**config.mk**
```make
export PLATFORM = sky130hd
export DESIGN_NAME = adc_pingpong_dma
export DESIGN_NICKNAME = d
export VERILOG_FILES = /design/src/rtl/adc_dma_pkg.sv /design/src/rtl/adc_dma_flag.sv /design/src/rtl/adc_dma_regs.sv /design/src/rtl/adc_dma_fifo.sv /design/src/rtl/adc_dma_writer.sv /design/src/rtl/adc_pingpong_dma.sv
export SDC_FILE = /design/constraint.sdc
export NUM_CORES = 1
export LEC_CHECK = 0
export BUFFER_PORTS_ARGS = -buffer_cell sky130_fd_sc_hd__buf_2
export CAP_MARGIN = 5
export CORE_MARGIN = 5
export CORE_UTILIZATION = 52
export DETAILED_ROUTE_END_ITERATION = 12
export GPL_TIMING_DRIVEN = 1
export PLACE_DENSITY = 0.8
export SYNTH_ARGS = -nofsm -noshare
export SYNTH_HDL_FRONTEND = slang
export SYNTH_SLANG_ARGS = --single-unit
```
**constraint.sdc**
```tcl
create_clock -name clk -period 4.4 [get_ports clk]
set_input_delay 0.66 -clock clk [delete_from_list [all_inputs] [get_ports clk]]
set_output_delay 0.66 -clock clk [all_outputs]
set_load 0.1 [all_outputs]
```
**src/rtl/adc_dma_pkg.sv**
```systemverilog
// Package: shared constants and types for the ping-pong sample writer.
// Holds the bit positions of the control/status word and the write state type.
package adc_dma_pkg;

    // Control/status word bit positions (software decodes these)
    localparam int BIT_RUN     = 31;
    localparam int BIT_IEN_B   = 24;
    localparam int BIT_OVF     = 23;
    localparam int BIT_FULL_B  = 16;
    localparam int BIT_CNT_EN  = 15;
    localparam int BIT_IEN_A   = 8;
    localparam int BIT_FULL_A  = 0;

    // Number of hardware status flags
    localparam int NUM_FLAGS   = 3;
    localparam int FLG_A       = 0;
    localparam int FLG_B       = 1;
    localparam int FLG_OVF     = 2;

    // Write engine phase: sample write or trailing count write
    typedef enum logic {
        ST_SAMPLE = 1'b0,
        ST_COUNT  = 1'b1
    } wr_state_t;

endpackage

```
**src/rtl/adc_dma_flag.sv**
```systemverilog
// Module: sticky status flag.
// Set by a hardware event and cleared by a software read strobe.
// If a set and a clear arrive in the same cycle, the set wins.
// Assumes: synchronous active-low reset.
module adc_dma_flag (
    input  logic clk,
    input  logic rst_n,
    input  logic set,
    input  logic rd_clr,
    output logic q
);

    // Flag state: a set overrides a read-clear in the same cycle
    always_ff @(posedge clk) begin
        if (!rst_n) begin
            q <= 1'b0;
        end else if (set) begin
            q <= 1'b1;
        end else if (rd_clr) begin
            q <= 1'b0;
        end
    end

endmodule

```
**src/rtl/adc_dma_regs.sv**
```systemverilog
// Module: control/status word and interrupt generation.
// Holds the four software-writable control bits and the three read-clear
// hardware flags, assembles the read value and drives the level interrupt.
// Assumes: set_* inputs are single-cycle hardware events.
module adc_dma_regs
    import adc_dma_pkg::*;
(
    input  logic        clk,
    input  logic        rst_n,
    input  logic        reg_wr,
    input  logic        reg_rd,
    input  logic [31:0] reg_wdata,
    input  logic        set_full_a,
    input  logic        set_full_b,
    input  logic        set_ovf,
    output logic [31:0] reg_rdata,
    output logic        run,
    output logic        cnt_en,
    output logic        irq
);

    logic                 ien_a_q;
    logic                 ien_b_q;
    logic [NUM_FLAGS-1:0] flag_set;
    logic [NUM_FLAGS-1:0] flag_q;
    logic                 unused_wbits;

    assign unused_wbits = ^reg_wdata;

    // Control bits: loaded as a group on every register write
    always_ff @(posedge clk) begin
        if (!rst_n) begin
            run     <= 1'b0;
            ien_a_q <= 1'b0;
            ien_b_q <= 1'b0;
            cnt_en  <= 1'b0;
        end else if (reg_wr) begin
            run     <= reg_wdata[BIT_RUN];
            ien_a_q <= reg_wdata[BIT_IEN_A];
            ien_b_q <= reg_wdata[BIT_IEN_B];
            cnt_en  <= reg_wdata[BIT_CNT_EN];
        end
    end

    // Gather the hardware set events in flag order
    always_comb begin
        flag_set          = '0;
        flag_set[FLG_A]   = set_full_a;
        flag_set[FLG_B]   = set_full_b;
        flag_set[FLG_OVF] = set_ovf;
    end

    // One sticky read-clear cell per hardware flag
    for (genvar i = 0; i < NUM_FLAGS; i++) begin : g_flag
        adc_dma_flag u_flag (
            .clk    (clk),
            .rst_n  (rst_n),
            .set    (flag_set[i]),
            .rd_clr (reg_rd),
            .q      (flag_q[i])
        );
    end

    // Read value: fixed bit positions, unused bits zero
    always_comb begin
        reg_rdata             = '0;
        reg_rdata[BIT_RUN]    = run;
        reg_rdata[BIT_IEN_B]  = ien_b_q;
        reg_rdata[BIT_OVF]    = flag_q[FLG_OVF];
        reg_rdata[BIT_FULL_B] = flag_q[FLG_B];
        reg_rdata[BIT_CNT_EN] = cnt_en;
        reg_rdata[BIT_IEN_A]  = ien_a_q;
        reg_rdata[BIT_FULL_A] = flag_q[FLG_A];
    end

    // Level interrupt from enabled full flags
    assign irq = (flag_q[FLG_A] & ien_a_q) | (flag_q[FLG_B] & ien_b_q);

endmodule

```
**src/rtl/adc_dma_fifo.sv**
```systemverilog
// Module: sample FIFO with overwrite-on-full.
// A push into a full FIFO with no pop in the same cycle replaces the newest
// stored entry and pulses ovf_evt. The clr input empties it synchronously.
// Assumes: DEPTH >= 2, so the newest entry is never the one being read out.
module adc_dma_fifo #(
    parameter int DW    = 16,
    parameter int DEPTH = 4
) (
    input  logic          clk,
    input  logic          rst_n,
    input  logic          clr,
    input  logic          push,
    input  logic          pop,
    input  logic [DW-1:0] din,
    output logic [DW-1:0] dout,
    output logic          empty,
    output logic          full,
    output logic          ovf_evt
);

    localparam int PW = (DEPTH > 1) ? $clog2(DEPTH) : 1;
    localparam int CNTW = PW + 1;
    localparam logic [PW-1:0]   LAST_PTR = PW'(DEPTH - 1);
    localparam logic [CNTW-1:0] FULL_CNT = CNTW'(DEPTH);

    logic [DW-1:0]   store [DEPTH];
    logic [PW-1:0]   wr_ptr;
    logic [PW-1:0]   rd_ptr;
    logic [PW-1:0]   wr_prev;
    logic [CNTW-1:0] used;
    logic            overwrite;
    logic            do_append;

    function automatic logic [PW-1:0] ptr_next(input logic [PW-1:0] p);
        return (p == LAST_PTR) ? '0 : p + PW'(1);
    endfunction

    assign empty     = (used == '0);
    assign full      = (used == FULL_CNT);
    assign overwrite = push && full && !pop;
    assign do_append = push && !overwrite;
    assign ovf_evt   = overwrite && !clr;
    assign wr_prev   = (wr_ptr == '0) ? LAST_PTR : wr_ptr - PW'(1);
    assign dout      = store[rd_ptr];

    // Storage write: append at the tail, or replace the newest entry when full
    always_ff @(posedge clk) begin
        if (push && !clr) begin
            store[overwrite ? wr_prev : wr_ptr] <= din;
        end
    end

    // Pointers and fill level: cleared by reset or by the clr hold
    always_ff @(posedge clk) begin
        if (!rst_n || clr) begin
            wr_ptr <= '0;
            rd_ptr <= '0;
            used   <= '0;
        end else begin
            if (do_append) begin
                wr_ptr <= ptr_next(wr_ptr);
            end
            if (pop) begin
                rd_ptr <= ptr_next(rd_ptr);
            end
            case ({do_append, pop})
                2'b10:   used <= used + CNTW'(1);
                2'b01:   used <= used - CNTW'(1);
                default: used <= used;
            endcase
        end
    end

endmodule

```
**src/rtl/adc_dma_writer.sv**
```systemverilog
// Module: ping-pong SRAM write generator.
// Issues one sample write per FIFO entry at base+index of the active buffer,
// swaps buffers when the active one reaches its length, and optionally follows
// each sample write with a count-table write. Held in reset while run is 0.
// Assumes: lengths are at least 1 and stay constant while run is 1.
module adc_dma_writer
    import adc_dma_pkg::*;
#(
    parameter int AW = 12,
    parameter int DW = 16,
    parameter int CW = 8
) (
    input  logic          clk,
    input  logic          rst_n,
    input  logic          run,
    input  logic          cnt_en,
    input  logic [AW-1:0] a_base,
    input  logic [AW-1:0] b_base,
    input  logic [CW-1:0] a_len,
    input  logic [CW-1:0] b_len,
    input  logic [AW-1:0] cnt_base,
    input  logic          fifo_empty,
    input  logic [DW-1:0] fifo_dout,
    input  logic          mem_ack,
    output logic          mem_req,
    output logic [AW-1:0] mem_addr,
    output logic [DW-1:0] mem_wdata,
    output logic          pop,
    output logic          full_a_evt,
    output logic          full_b_evt
);

    wr_state_t     state_q;
    logic          cur_b_q;
    logic [CW-1:0] idx_q;
    logic          cnt_b_q;
    logic [CW-1:0] cnt_val_q;

    logic          in_count;
    logic          xfer;
    logic [CW-1:0] cur_len;
    logic [AW-1:0] cur_base;
    logic [CW-1:0] idx_inc;
    logic          at_last;

    // Request, address and data selection for the current phase
    always_comb begin
        in_count  = (state_q == ST_COUNT);
        mem_req   = run && (in_count || !fifo_empty);
        xfer      = mem_req && mem_ack;
        pop       = xfer && !in_count;
        cur_len   = cur_b_q ? b_len : a_len;
        cur_base  = cur_b_q ? b_base : a_base;
        idx_inc   = idx_q + CW'(1);
        at_last   = (idx_inc == cur_len);
        mem_addr  = in_count ? (cnt_base + AW'(cnt_b_q)) : (cur_base + AW'(idx_q));
        mem_wdata = in_count ? DW'(cnt_val_q) : fifo_dout;
        full_a_evt = pop && at_last && !cur_b_q;
        full_b_evt = pop && at_last && cur_b_q;
    end

    // Buffer position, buffer swap and count-write sequencing
    always_ff @(posedge clk) begin
        if (!rst_n || !run) begin
            state_q   <= ST_SAMPLE;
            cur_b_q   <= 1'b0;
            idx_q     <= '0;
            cnt_b_q   <= 1'b0;
            cnt_val_q <= '0;
        end else if (pop) begin
            if (at_last) begin
                cur_b_q <= ~cur_b_q;
                idx_q   <= '0;
            end else begin
                idx_q   <= idx_inc;
            end
            if (cnt_en) begin
                state_q   <= ST_COUNT;
                cnt_b_q   <= cur_b_q;
                cnt_val_q <= idx_inc;
            end
        end else if (xfer) begin
            state_q <= ST_SAMPLE;
        end
    end

endmodule

```
**src/rtl/adc_pingpong_dma.sv**
```systemverilog
// Module: ADC ping-pong sample writer, top level.
// Connects the control/status word, the overwrite FIFO and the SRAM write
// generator. Samples enter the FIFO only while the run bit is 1.
// Assumes: one channel, one SRAM write port with single-cycle acknowledge.
module adc_pingpong_dma #(
    parameter int AW    = 12,
    parameter int DW    = 16,
    parameter int CW    = 8,
    parameter int DEPTH = 4
) (
    input  logic          clk,
    input  logic          rst_n,
    input  logic          reg_wr,
    input  logic          reg_rd,
    input  logic [31:0]   reg_wdata,
    output logic [31:0]   reg_rdata,
    input  logic [AW-1:0] buf_a_base,
    input  logic [AW-1:0] buf_b_base,
    input  logic [CW-1:0] buf_a_len,
    input  logic [CW-1:0] buf_b_len,
    input  logic [AW-1:0] cnt_tbl_base,
    input  logic          smp_valid,
    input  logic [DW-1:0] smp_data,
    output logic          mem_req,
    output logic [AW-1:0] mem_addr,
    output logic [DW-1:0] mem_wdata,
    input  logic          mem_ack,
    output logic          irq
);

    logic          run;
    logic          cnt_en;
    logic          fifo_push;
    logic          fifo_pop;
    logic          fifo_empty;
    logic          fifo_full;
    logic          fifo_ovf;
    logic [DW-1:0] fifo_dout;
    logic          full_a_evt;
    logic          full_b_evt;

    // Samples are only accepted while running
    assign fifo_push = smp_valid && run;

    adc_dma_regs u_regs (
        .clk        (clk),
        .rst_n      (rst_n),
        .reg_wr     (reg_wr),
        .reg_rd     (reg_rd),
        .reg_wdata  (reg_wdata),
        .set_full_a (full_a_evt),
        .set_full_b (full_b_evt),
        .set_ovf    (fifo_ovf),
        .reg_rdata  (reg_rdata),
        .run        (run),
        .cnt_en     (cnt_en),
        .irq        (irq)
    );

    adc_dma_fifo #(
        .DW    (DW),
        .DEPTH (DEPTH)
    ) u_fifo (
        .clk     (clk),
        .rst_n   (rst_n),
        .clr     (!run),
        .push    (fifo_push),
        .pop     (fifo_pop),
        .din     (smp_data),
        .dout    (fifo_dout),
        .empty   (fifo_empty),
        .full    (fifo_full),
        .ovf_evt (fifo_ovf)
    );

    adc_dma_writer #(
        .AW (AW),
        .DW (DW),
        .CW (CW)
    ) u_writer (
        .clk        (clk),
        .rst_n      (rst_n),
        .run        (run),
        .cnt_en     (cnt_en),
        .a_base     (buf_a_base),
        .b_base     (buf_b_base),
        .a_len      (buf_a_len),
        .b_len      (buf_b_len),
        .cnt_base   (cnt_tbl_base),
        .fifo_empty (fifo_empty),
        .fifo_dout  (fifo_dout),
        .mem_ack    (mem_ack),
        .mem_req    (mem_req),
        .mem_addr   (mem_addr),
        .mem_wdata  (mem_wdata),
        .pop        (fifo_pop),
        .full_a_evt (full_a_evt),
        .full_b_evt (full_b_evt)
    );

endmodule

```
==> results of run 1 <==
worst max-delay path: cells and delay by family, from the launching register on:
family	cells	cell delay (ps)
adders and majority gates	1	280
muxes	1	360
DFF	1	510
buffers and inverters	3	500
AOI/OAI and AO/OA	5	1320
and+or+nand+nor	1	50
sequential cells by signal (all words and copies together), names as in the netlist, named ones only:
name / count
u_regs.cnt_en: 1
u_fifo.store: 64
u_regs.g_flag.u_flag.q: 3
u_fifo.rd_ptr: 2
u_writer.cnt_b_q: 1
u_regs.ien_b_q: 1
u_writer.in_count: 1
u_fifo.used: 3
u_regs.run: 1
u_writer.cur_b_q: 1
u_writer.idx_q: 8
u_writer.cnt_val_q: 8
u_fifo.wr_ptr: 2
u_regs.ien_a_q: 1
cells by family (layout without fill, tap and decap cells):
kind of cell	count (synthesis)	after routing	synth area share [%]
and+or+nand+nor	119	119	11.5
xor gates and xnor gates	33	33	5.62
buffers and inverters	68	153	7.29
other	1	25	0.0696
muxes	54	54	14.2
adders and majority gates	16	16	3.99
DFF	99	99	48.7
AOI/OAI and AO/OA	68	68	8.68
worst min path at each step:
stage	cells after the start	slack, ps	end
3_5_place_dp	2	490	u_regs.g_flag[0].u_flag.q
4_1_cts	1	490	u_fifo.store[0][11]
6_report	2	490	register
5_1_grt	1	480	u_fifo.store[3][11]
2_1_floorplan	2	450	u_writer.cnt_val_q[1]
3_3_place_gp	2	470	u_fifo.rd_ptr[1]
routing by layer:
metal	vias to the layer above	global-route usage, %	routed length (um)
li1	1837	-	-
met1	1835	22.5	4650
met2	143	32.8	5870
met3	12	5.33	916
met4	0	5.60	163
met5	-	0	0
power by group through the flow:
stage / clock network [mW] / logic, mW / registers, mW
finish: 0.592 / 0.296 / 0.996
CTS: 0.609 / 0.296 / 0.996
global placement: 0 / 0.290 / 1.02
detailed placement: 0 / 0.295 / 1.02
floorplan: 0 / 0.249 / 1.02
global route: 0.651 / 0.310 / 0.997
cell usage after synthesis (2+ instances only):
cell type | n | area share [%]
a21oi_1 | 16 | 1.5
a31oi_1 | 4 | 0.46
and2_1 | 2 | 0.23
o21ai_0 | 11 | 1.0
mux2i_1 | 19 | 3.5
inv_1 | 14 | 0.98
buf_6 | 2 | 0.42
a21o_1 | 2 | 0.28
nand2b_1 | 3 | 0.35
clkbuf_1 | 16 | 1.1
o31ai_1 | 6 | 0.84
ha_1 | 14 | 3.3
dfxtp_1 | 35 | 13
nor3_1 | 9 | 0.84
nand4_1 | 5 | 0.58
buf_4 | 32 | 4.5
a211oi_1 | 13 | 1.8
and4_1 | 2 | 0.33
nand2_1 | 27 | 1.9
buf_1 | 2 | 0.14
nor4_1 | 3 | 0.35
a221oi_1 | 2 | 0.33
buf_2 | 2 | 0.19
nand3_1 | 10 | 0.93
nor2_1 | 29 | 2.0
mux4_2 | 16 | 6.7
mux2_2 | 19 | 4.0
xor2_1 | 14 | 2.3
or3_1 | 2 | 0.23
edfxtp_1 | 64 | 36
or4_4 | 2 | 0.42
fa_1 | 2 | 0.74
nor2b_1 | 15 | 1.7
xnor2_1 | 18 | 2.9
layout make-up:
type	instances	area, sq um	share of cell area [%]
repair buffers	123	653	10.6
inverters	14	52.6	0.849
well taps	136	170	2.75
clock buffers	9	124	2.00
multi-input cells	315	2480	40.1
clock inverters	7	81.3	1.31
flip-flops and latches	99	2630	42.4
stage by stage:
stage,utilization [%],worst slack (ps),TNS (ps),hold WS [ps]
floorplan,-,-303,-303,454
global placement,58.5,589,0,471
CTS,60.5,115,0,486
detailed placement,58.5,535,0,490
global route,60.5,131,0,477
finish,60.5,337,0,491
==> impl_results.md, run 1 <==
- Pwr dens: 304 nW/um^2
- Slew @ Worst Pin: 921 ps
- Worst hold path type: reg2reg
- Sw frac: 29.6%
- FMAX: 246 MHz
- Clock Pin Slew Worst Setup and Hold Paths: 100 ps
- Worst-Skew Late Latency: roughly 370 ps
- Vias in the first global route: roughly 4,000
- First-pass GRT wire length: 19.0 mm
- Ys async rst share: 0%
- Hold buffer count at cts: 0
- H-Tree Depth: 3
- CP Cell Sequence: mux2i_1, inv_1, ha_1, a21o_1, a21oi_1, o21ai_0, a221oi_1, buf_4, nor4_1, o31ai_2, buf_12
- Synth-to-layout area growth: 14.9%
- Sequential Power Share: between 50% and 60%
- Core Area: 10,200 sq um
- Mapped Cells: roughly 460
- DIE WIDTH: 112 um
- Reg2Reg Depth: 7
- NetSw: about 0.56 mW
- Layout cells sized above 1: 34.2%
- Detail Route Antenna Nets: 0
- CP endpoint kind: primary output
- Total CTS buffers: 9
- Most common cell after layout, fill and taps aside: buf_2
- Total Routed Length: between 10 and 15 mm
- Yosys Warn Count: 0
- GRT Residual Overflow: 0
- Mean Syn Cell Area: 11.8 sq um
- Final nets: slightly below 700
- Initial antenna violation count: 0
- Post CTS Setup Buffer Count: 0
- Post-DR vias/cell: about 5.4
- Final hold violation count: 0
- Number of distinct library cells after synthesis: 60
- # diodes: 0
- DP Wirelength: 8.73 mm
- CP Class: reg2out
- Gate power share: 15.7%
- Period minus WS final: 4060 ps
- Port Buf Inserts: between 100 and 150
- Main synth FF type: edfxtp_1
- End of the worst register-to-register path: u_writer.cur_b_q
- # rows: 37
- Clock Sink Count: 99
- TritonCTS clock tree: yes
- Hold path start: u_fifo.rd_ptr[1]
- Status: finished, final reports clean
- Clk pwr share: 31.4%
- Initial Util: 52.7%
- Iteration-0 DRC Markers: 260
- R2R Path Start: u_writer.cur_b_q
- Overall Power: between 1.5 and 2 mW
- Cell Count, Final, Fillers Out: 703
- Worst R2R Setup Slack: approximately 1700 ps
- Setup-failing EPs final: 0
- Cell Area, Synth: 5390 sq um
- GRT Util Overall: 18.8%
- Vias: 3,827
- Worst Path Required: 3740 ps
- Max Buffers Root-to-Sink: 2
- Delay of the slowest critical-path stage: 510 ps
- Yosys reg bits: slightly below 100
- Crit Path Max Fanout: 11
- Largest net degree at the start of global routing: 44
- Detailed Routing Iterations Pass 1: 4
- Area of the die: around 12,000 sq um
- FILL cells: 831
- Critical path arrival: ~3400 ps
- Clock root buffer master: clkbuf_8
- Startpoint types: register
- Residual DRC: 0
- Register area share after synthesis: 48.7%
- Inst Count DP: roughly 690
- VDD IR max: about 260 uV
- Crit path from: u_writer.cur_b_q
- Die Y-Extent: 112 um
- Design area: 6190 sq um
- Slowest-stage cell, CP: dfxtp_2
- Fin crit share: 92.4%
- Dpl cell area: 5980 sq um
- Clk_skew: 16.6 ps
- Relative slew slack: 38.6%
- Leak pwr: 2.29 nW
- I/O pins: roughly 170
- Most frequent cells in the layout: buf_2 (113), edfxtp_1 (64), dfxtp_1 (33)
- Max Slew Vio Count: 0
- MaxCap Viol Count: 0
- Unrepaired setup endpoints after global routing: false
- PostCTS Resize Cnt: 0
- Drt wl/cell: about 16 um
- Gpl congestion: between 0.9 and 1
- Crit path to: mem_addr[11]
- Cell-internal power: around 1.3 mW
- EDFF count, synth: 64
Note: power is estimated with default switching activity, not from simulation.
==> run 2: changes to the inputs <==
--- a/config.mk
+++ b/config.mk
@@ -8,10 +8,12 @@
 export BUFFER_PORTS_ARGS = -buffer_cell sky130_fd_sc_hd__buf_2
 export CAP_MARGIN = 5
 export CORE_MARGIN = 5
-export CORE_UTILIZATION = 52
+export CORE_UTILIZATION = 53
+export CTS_BUF_LIST = sky130_fd_sc_hd__clkbuf_4 sky130_fd_sc_hd__clkbuf_8
 export DETAILED_ROUTE_END_ITERATION = 12
 export GPL_TIMING_DRIVEN = 1
-export PLACE_DENSITY = 0.8
+export MAX_ROUTING_LAYER = met4
+export PLACE_DENSITY = 0.81
 export SYNTH_ARGS = -nofsm -noshare
 export SYNTH_HDL_FRONTEND = slang
 export SYNTH_SLANG_ARGS = --single-unit
==> impl_results.md, run 2 (synthesis gave the netlist of run 1 again) <==
- Worst R2R Setup Slack: 1390 ps (-340 ps)
- Post-route setup slack: 338 ps (+1.49 ps)
- Worst Path Required: 3740 ps (about the same)
- I/O pins: 168 (unchanged)
- Startpoint types: register
- Area of the die: 12,300 sq um (-1.7%)
- Hold_ws: 495 ps (+3.63 ps)
- Core Area: 9860 sq um (-3.6%)
- Port Buf Inserts: 114 (unchanged)
- Slew @ Worst Pin: 983 ps (+61.4 ps)
- PostCTS Resize Cnt: 0 (unchanged)
- Period minus WS final: 4060 ps (-1.49 ps)
- CP Class: reg2out
- Worst Hold End: u_fifo.rd_ptr[1]
- Biggest regs: u_fifo.store (64), u_writer.cnt_val_q (8), u_writer.idx_q (8)
- NetSw: 0.544 mW (-2.5%)
- DP Wirelength: 8.89 mm (+1.9%)
- Relative slew slack: 34.5% (-4.1 points)
- Delay of the slowest critical-path stage: 510 ps (about the same)
- GRT Residual Overflow: 0 (unchanged)
- Post-DR vias/cell: 5.41 (-0.64%)
- Gate power share: 15.9% (+0.2 points)
- Unrepaired setup endpoints after global routing: false
- Vias: 3,770 (-1.5%)
- Detailed Routing Iterations Pass 1: 4 (unchanged)
- Crit Path Max Fanout: 11 (unchanged)
- Reg2Reg Depth: 3 (-4)
- Cell-internal power: 1.33 mW (about the same)
- Max Buffers Root-to-Sink: 2 (unchanged)
- Worst hold path type: reg2reg
- Critical path arrival: 3400 ps (about the same)
- MaxCap Viol Count: 0 (unchanged)
- Clock Sink Count: 99 (unchanged)
- CP Cell Sequence: mux2i_1, inv_1, ha_1, a21o_1, a21oi_1, o21ai_0, a221oi_1, nor4_1, o31ai_2, buf_12
- Most common cell after layout, fill and taps aside: buf_2
- Total Routed Length: 11.8 mm (+1.3%)
- Layout cells sized above 1: 33.5% (-0.70 points)
- Inst Count DP: 681 (-0.87%)
- Biggest register: u_fifo.store
- GRT Util Overall: 20.5% (+1.7 points)
- Setup TNS: 0 ps (unchanged)
- H-Tree Depth: 3 (unchanged)
- Critical path depth in cells: 10 (-1)
- Clk pwr share: 30.8% (-0.6 points)
- End of the worst register-to-register path: u_fifo.store[2][4]
- Detail Route Antenna Nets: 0 (unchanged)
- Clock Pin Slew Worst Setup and Hold Paths: 90 ps (about the same)
- Hold buffer count at cts: 0 (unchanged)
- Vias in the first global route: 3,928 (-0.58%)
- Fin crit share: 92.3% (about the same)
- FMAX: 246 MHz (about the same)
- R2R Path Start: u_writer.in_count
- Clk_skew: 8.61 ps (-8.00 ps)
- Pwr dens: 304 nW/um^2 (-0.23%)
- Die Y-Extent: 111 um (-0.86%)
- Status: finished, final reports clean
- Setup-failing EPs final: 0 (unchanged)
- Final nets: 681 (-0.44%)
- Sequential Power Share: 53.3% (+0.4 points)
- M2 GR Usage: 35.2% (+2.4 points)
- Clock root buffer master: clkbuf_8
- Worst-Skew Late Latency: 360 ps (about the same)
- Residual DRC: 0 (unchanged)
- DP Worst Slack: 553 ps (+18.4 ps)
- Critical path's top delay family: compound AO/OA/AOI/OAI gates
- Final hold violation count: 0 (unchanged)
- Largest net degree at the start of global routing: 44 (unchanged)
- GR Util met3: 4.20% (-1.1 points)
- Drt wl/cell: 16.9 um (+2.2%)
- CP endpoint kind: primary output
- Global routing usage on met1: 23.7% (+1.2 points)
- Sw frac: 29.1% (-0.50 points)
- # rows: 36 (-2.7%)
- Gpl congestion: 0.949 (+1.7%)
- Initial antenna violation count: 0 (unchanged)
- Iteration-0 DRC Markers: 263 (+1.2%)
- # diodes: 0 (unchanged)
- Leak pwr: 2.27 nW (-0.78%)
- Hold path depth: 2 (unchanged)
- Slowest-stage cell, CP: a221oi_1
- FILL cells: 796 (-4.2%)
- TritonCTS clock tree: yes
- Hold path start: u_fifo.rd_ptr[1]
- Max reg flops: 64 (unchanged)
- Initial Util: 54.6% (+2.0 points)
- DIE WIDTH: 111 um (-0.86%)
- Most frequent cells in the layout: buf_2 (113), edfxtp_1 (64), dfxtp_1 (33)
- VDD IR max: 205 uV (-20%)
- Total CTS buffers: 9 (unchanged)
- Most Crowded Layer GR: met2
- Sum of buffers and inverters on the critical path: 2 (-1)
- Cell Count, Final, Fillers Out: 697 (-0.85%)
- Max Slew Vio Count: 0 (unchanged)
- Post CTS Setup Buffer Count: 0 (unchanged)
- First-pass GRT wire length: 19.8 mm (+3.9%)
- Synth-to-layout area growth: 14.2%
[run 2: changes by cell type in the layout (fill, tap and decap cells not counted), sizes merged]
| cell | before | now |
|---|---|---|
| clkinv | 1 | 3 |
| clkinvlp | 2 | 1 |
| buf | 123 | 120 |
| clkbuf | 9 | 10 |
| inv | 17 | 15 |
[run 2: routing by layer]
metal,part of all wire (%),wire (um)
met1,40,4760
met2,51,6050
met3,6.6,775
met4,1.5,172
met5,0,0
[run 2: stage by stage]
step	instance area (sq um)	util, %	power [mW]
after floorplan	5490	-	1.27
after global placement	5960	60.4	1.31
after detailed placement	5960	60.4	1.31
after CTS	6150	62.4	1.88
after global routing	6150	62.4	1.94
final	6150	62.4	1.87
[run 2: how the worst max path moves through the flow]
stage	from	to	slack (ps)
floorplan	u_writer.cur_b_q	mem_addr[11]	-300
global placement	buf_b_base[1]	mem_addr[11]	650
detailed placement	buf_b_base[1]	mem_addr[11]	550
CTS	u_writer.cur_b_q	mem_addr[11]	130
global route	u_writer.cur_b_q	mem_addr[11]	20
finish	u_writer.cur_b_q	mem_addr[11]	340
[run 2: area by class of cell]
| class | instances | area, sq um | area share, % |
|---|---|---|---|
| clock buffers | 10 | 131 | 2.13 |
| clock inverters | 6 | 65.1 | 1.06 |
| inverters | 14 | 52.6 | 0.854 |
| multi-input cells | 315 | 2480 | 40.4 |
| flip-flops and latches | 99 | 2630 | 42.7 |
| well taps | 133 | 166 | 2.70 |
| repair buffers | 120 | 631 | 10.2 |
[run 2: power groups by stage]
stage | Sequential, mW | Combinational, mW | Clock (mW)
2_1_floorplan | 1.02 | 0.249 | 0
3_3_place_gp | 1.02 | 0.292 | 0
3_5_place_dp | 1.02 | 0.297 | 0
4_1_cts | 0.996 | 0.298 | 0.589
5_1_grt | 0.997 | 0.312 | 0.634
6_report | 0.996 | 0.297 | 0.577
[run 2: worst register-to-register path, cell delays in order, from the launching register on]
cell and delay, ps:
dfxtp_2 940, o2111ai_2 390, or4_1 500, a21oi_2 790
==> run 3: changes to the inputs <==
==> constraint.sdc (replaced) <==
create_clock -name clk -period 3.83 [get_ports clk]
set_input_delay 0.5745 -clock clk [delete_from_list [all_inputs] [get_ports clk]]
set_output_delay 0.5745 -clock clk [all_outputs]
set_load 0.1 [all_outputs]
==> impl_results.md, run 3 (synthesis gave the netlist of run 1 again) <==
- Worst hold path type: in2reg
- Max Buffers Root-to-Sink: 2 (unchanged)
- Relative slew slack: 32.0% (-2.4 points)
- Synth-to-layout area growth: 17.3%
- Clock root buffer master: clkbuf_8
- Reg2Reg Depth: 4 (+1)
- DP Worst Slack: 298 ps (-255 ps)
- Drt wl/cell: 17.1 um (+1.7%)
- Register area: 2630 sq um (unchanged)
- Post-route setup slack: 181 ps (-158 ps)
- Clock Sink Count: 99 (unchanged)
- MaxCap Viol Count: 0 (unchanged)
- Most Crowded Layer GR: met2
- Crit Path Max Fanout: 10 (-1)
- CP dominant cell by count: buf_4
- # diodes: 0 (unchanged)
- Setup TNS: 0 ps (unchanged)
- R2R Path Start: u_writer.in_count
- Most common cell after layout, fill and taps aside: buf_2
- Layout cells sized above 1: 36.0% (+2.5 points)
- Biggest regs: u_fifo.store (64), u_writer.cnt_val_q (8), u_writer.idx_q (8)
- Die Y-Extent: 111 um (unchanged)
- Total CTS buffers: 9 (unchanged)
- Delay of the slowest critical-path stage: 490 ps (-20 ps)
- Hold path start: smp_data[1]
- Post CTS Setup Buffer Count: 0 (unchanged)
- Status: finished, final reports clean
- Detailed Routing Iterations Pass 1: 4 (unchanged)
- Global routing usage on met1: 23.4% (-0.33 points)
- Slowest-stage cell, CP: dfxtp_2
- Total Routed Length: 12.0 mm (+2.4%)
- Core Area: 9860 sq um (unchanged)
- Unrepaired setup endpoints after global routing: false
- Residual DRC: 0 (unchanged)
- Initial Util: 54.6% (unchanged)
- Hold path depth: 1 (-1)
- NetSw: 0.631 mW (+16%)
- Period minus WS final: 3650 ps
- VDD IR max: 251 uV (+22%)
- Largest net degree at the start of global routing: 44 (unchanged)
- H-Tree Depth: 3 (unchanged)
- Biggest register: u_fifo.store
- Worst Hold End: u_fifo.store[2][1]
- CP endpoint kind: primary output
- Clk pwr share: 28.8% (-2.0 points)
- First-pass GRT wire length: 19.9 mm (+0.84%)
- Max reg flops: 64 (unchanged)
- Slew @ Worst Pin: 1020 ps (+36.7 ps)
- Gate power share: 17.0% (+1.1 points)
- Max Slew Vio Count: 0 (unchanged)
- FMAX: about 270 MHz
- End of the worst register-to-register path: u_fifo.store[1][7]
- M2 GR Usage: 35.6% (+0.40 points)
- Post-DR vias/cell: 5.52 (+2.1%)
- GRT Util Overall: 20.6% (+0.17 points)
- # rows: 36 (unchanged)
- Worst Path Required: 3260 ps (-480 ps)
- Critical path arrival: 3070 ps (-330 ps)
- Vias: 3,875 (+2.8%)
- FILL cells: 739 (-7.2%)
- I/O pins: 168 (unchanged)
- Leak pwr: 2.34 nW (+3.0%)
- Vias in the first global route: 4,018 (+2.3%)
- Startpoint types: register
- Clock Pin Slew Worst Setup and Hold Paths: 90 ps (about the same)
- Port Buf Inserts: 114 (unchanged)
- Worst R2R Setup Slack: 1130 ps (-260 ps)
- Final hold violation count: 0 (unchanged)
- Most frequent cells in the layout: buf_2 (106), edfxtp_1 (64), dfxtp_1 (33)
- DIE WIDTH: 111 um (unchanged)
- Worst-Skew Late Latency: 360 ps (about the same)
- Sw frac: 29.9% (+0.78 points)
- TritonCTS clock tree: yes
- Setup-failing EPs final: 0 (unchanged)
- Clk_skew: 5.12 ps (-3.50 ps)
- Detail Route Antenna Nets: 0 (unchanged)
- Area of the multi-input gates: 2530 sq um (+1.7%)
- Area of the die: 12,300 sq um (unchanged)
- GRT Residual Overflow: 0 (unchanged)
- Sequential Power Share: 54.2% (+0.9 points)
- Final nets: 686 (+0.73%)
- DP Wirelength: 9.10 mm (+2.3%)
- Initial antenna violation count: 0 (unchanged)
- Pwr dens: 334 nW/um^2 (+10%)
- Iteration-0 DRC Markers: 260 (-1.1%)
- Cell-internal power: 1.48 mW (+12%)
- Fin crit share: 95.3%
- CP Class: reg2out
- Overall Power: 2.11 mW (+13%)
- GR Util met3: 4.42% (+0.22 points)
- CP Cell Sequence: buf_4, mux2_2, ha_1, a21oi_2, o21ai_1, a221oi_2, buf_4, o31a_1, o31ai_4, buf_12
- Gpl congestion: 0.901 (-5.0%)
## run 3: how the worst max path moves through the flow
stage | depth (start not counted) | slack (ps) | from | endpoint
2_1_floorplan | 11 | -300 | u_writer.cur_b_q | mem_addr[11]
3_3_place_gp | 10 | 340 | u_writer.cur_b_q | mem_addr[11]
3_5_place_dp | 10 | 300 | u_writer.cur_b_q | mem_addr[11]
4_1_cts | 10 | 50 | u_writer.cur_b_q | mem_addr[11]
5_1_grt | 10 | 5 | u_writer.cur_b_q | mem_addr[10]
6_report | 10 | 180 | u_writer.cur_b_q | mem_addr[11]
## run 3: cell type report
cell class	count	share of cell area [%]
well taps	133	2.63
repair buffers	125	12.2
multi-input cells	315	40.0
flip-flops and latches	99	41.5
clock buffers	11	2.20
clock inverters	5	0.594
inverters	14	0.832
## run 3: routing by layer
layer	wire [um]	share of wire, %
met4	305	2.5
met1	4730	39
met2	6140	51
met5	0	0
met3	854	7.1
## run 3: repair_timing
action                     CTS  global route
resized for setup            1             5
hold endpoints to repair     0             0
pin swaps                    0             0
setup endpoints to repair    2             2
hold buffers                 0             0
## run 3: power by group through the flow
stage               logic [mW]  clock network (mW)  registers [mW]
floorplan                0.288                   0            1.17
global placement         0.351                   0            1.17
detailed placement       0.357                   0            1.17
CTS                      0.358               0.623            1.14
global route             0.375               0.670            1.15
finish                   0.359               0.608            1.14
## run 3: stage by stage
| step | util, % | cell area [sq um] | hold WS, ps | instances |
|---|---|---|---|---|
| 2_1_floorplan | - | 5520 | 454 | 482 |
| 3_3_place_gp | 62.1 | 6130 | 474 | 686 |
| 3_5_place_dp | 62.1 | 6130 | 484 | 686 |
| 4_1_cts | 63.9 | 6310 | 402 | 702 |
| 5_1_grt | 64.1 | 6320 | 398 | 702 |
| 6_report | 64.1 | 6320 | 426 | 702 |
## run 3: worst max-delay path, delay by kind of cell, from the launching register on
family / cells / cell delay, ps
adder cells (fa/ha/maj): 1 / 340
multiplexers: 1 / 360
flip-flops: 1 / 490
AO/OA/AOI/OAI: 5 / 930
buffers and inverters: 3 / 600
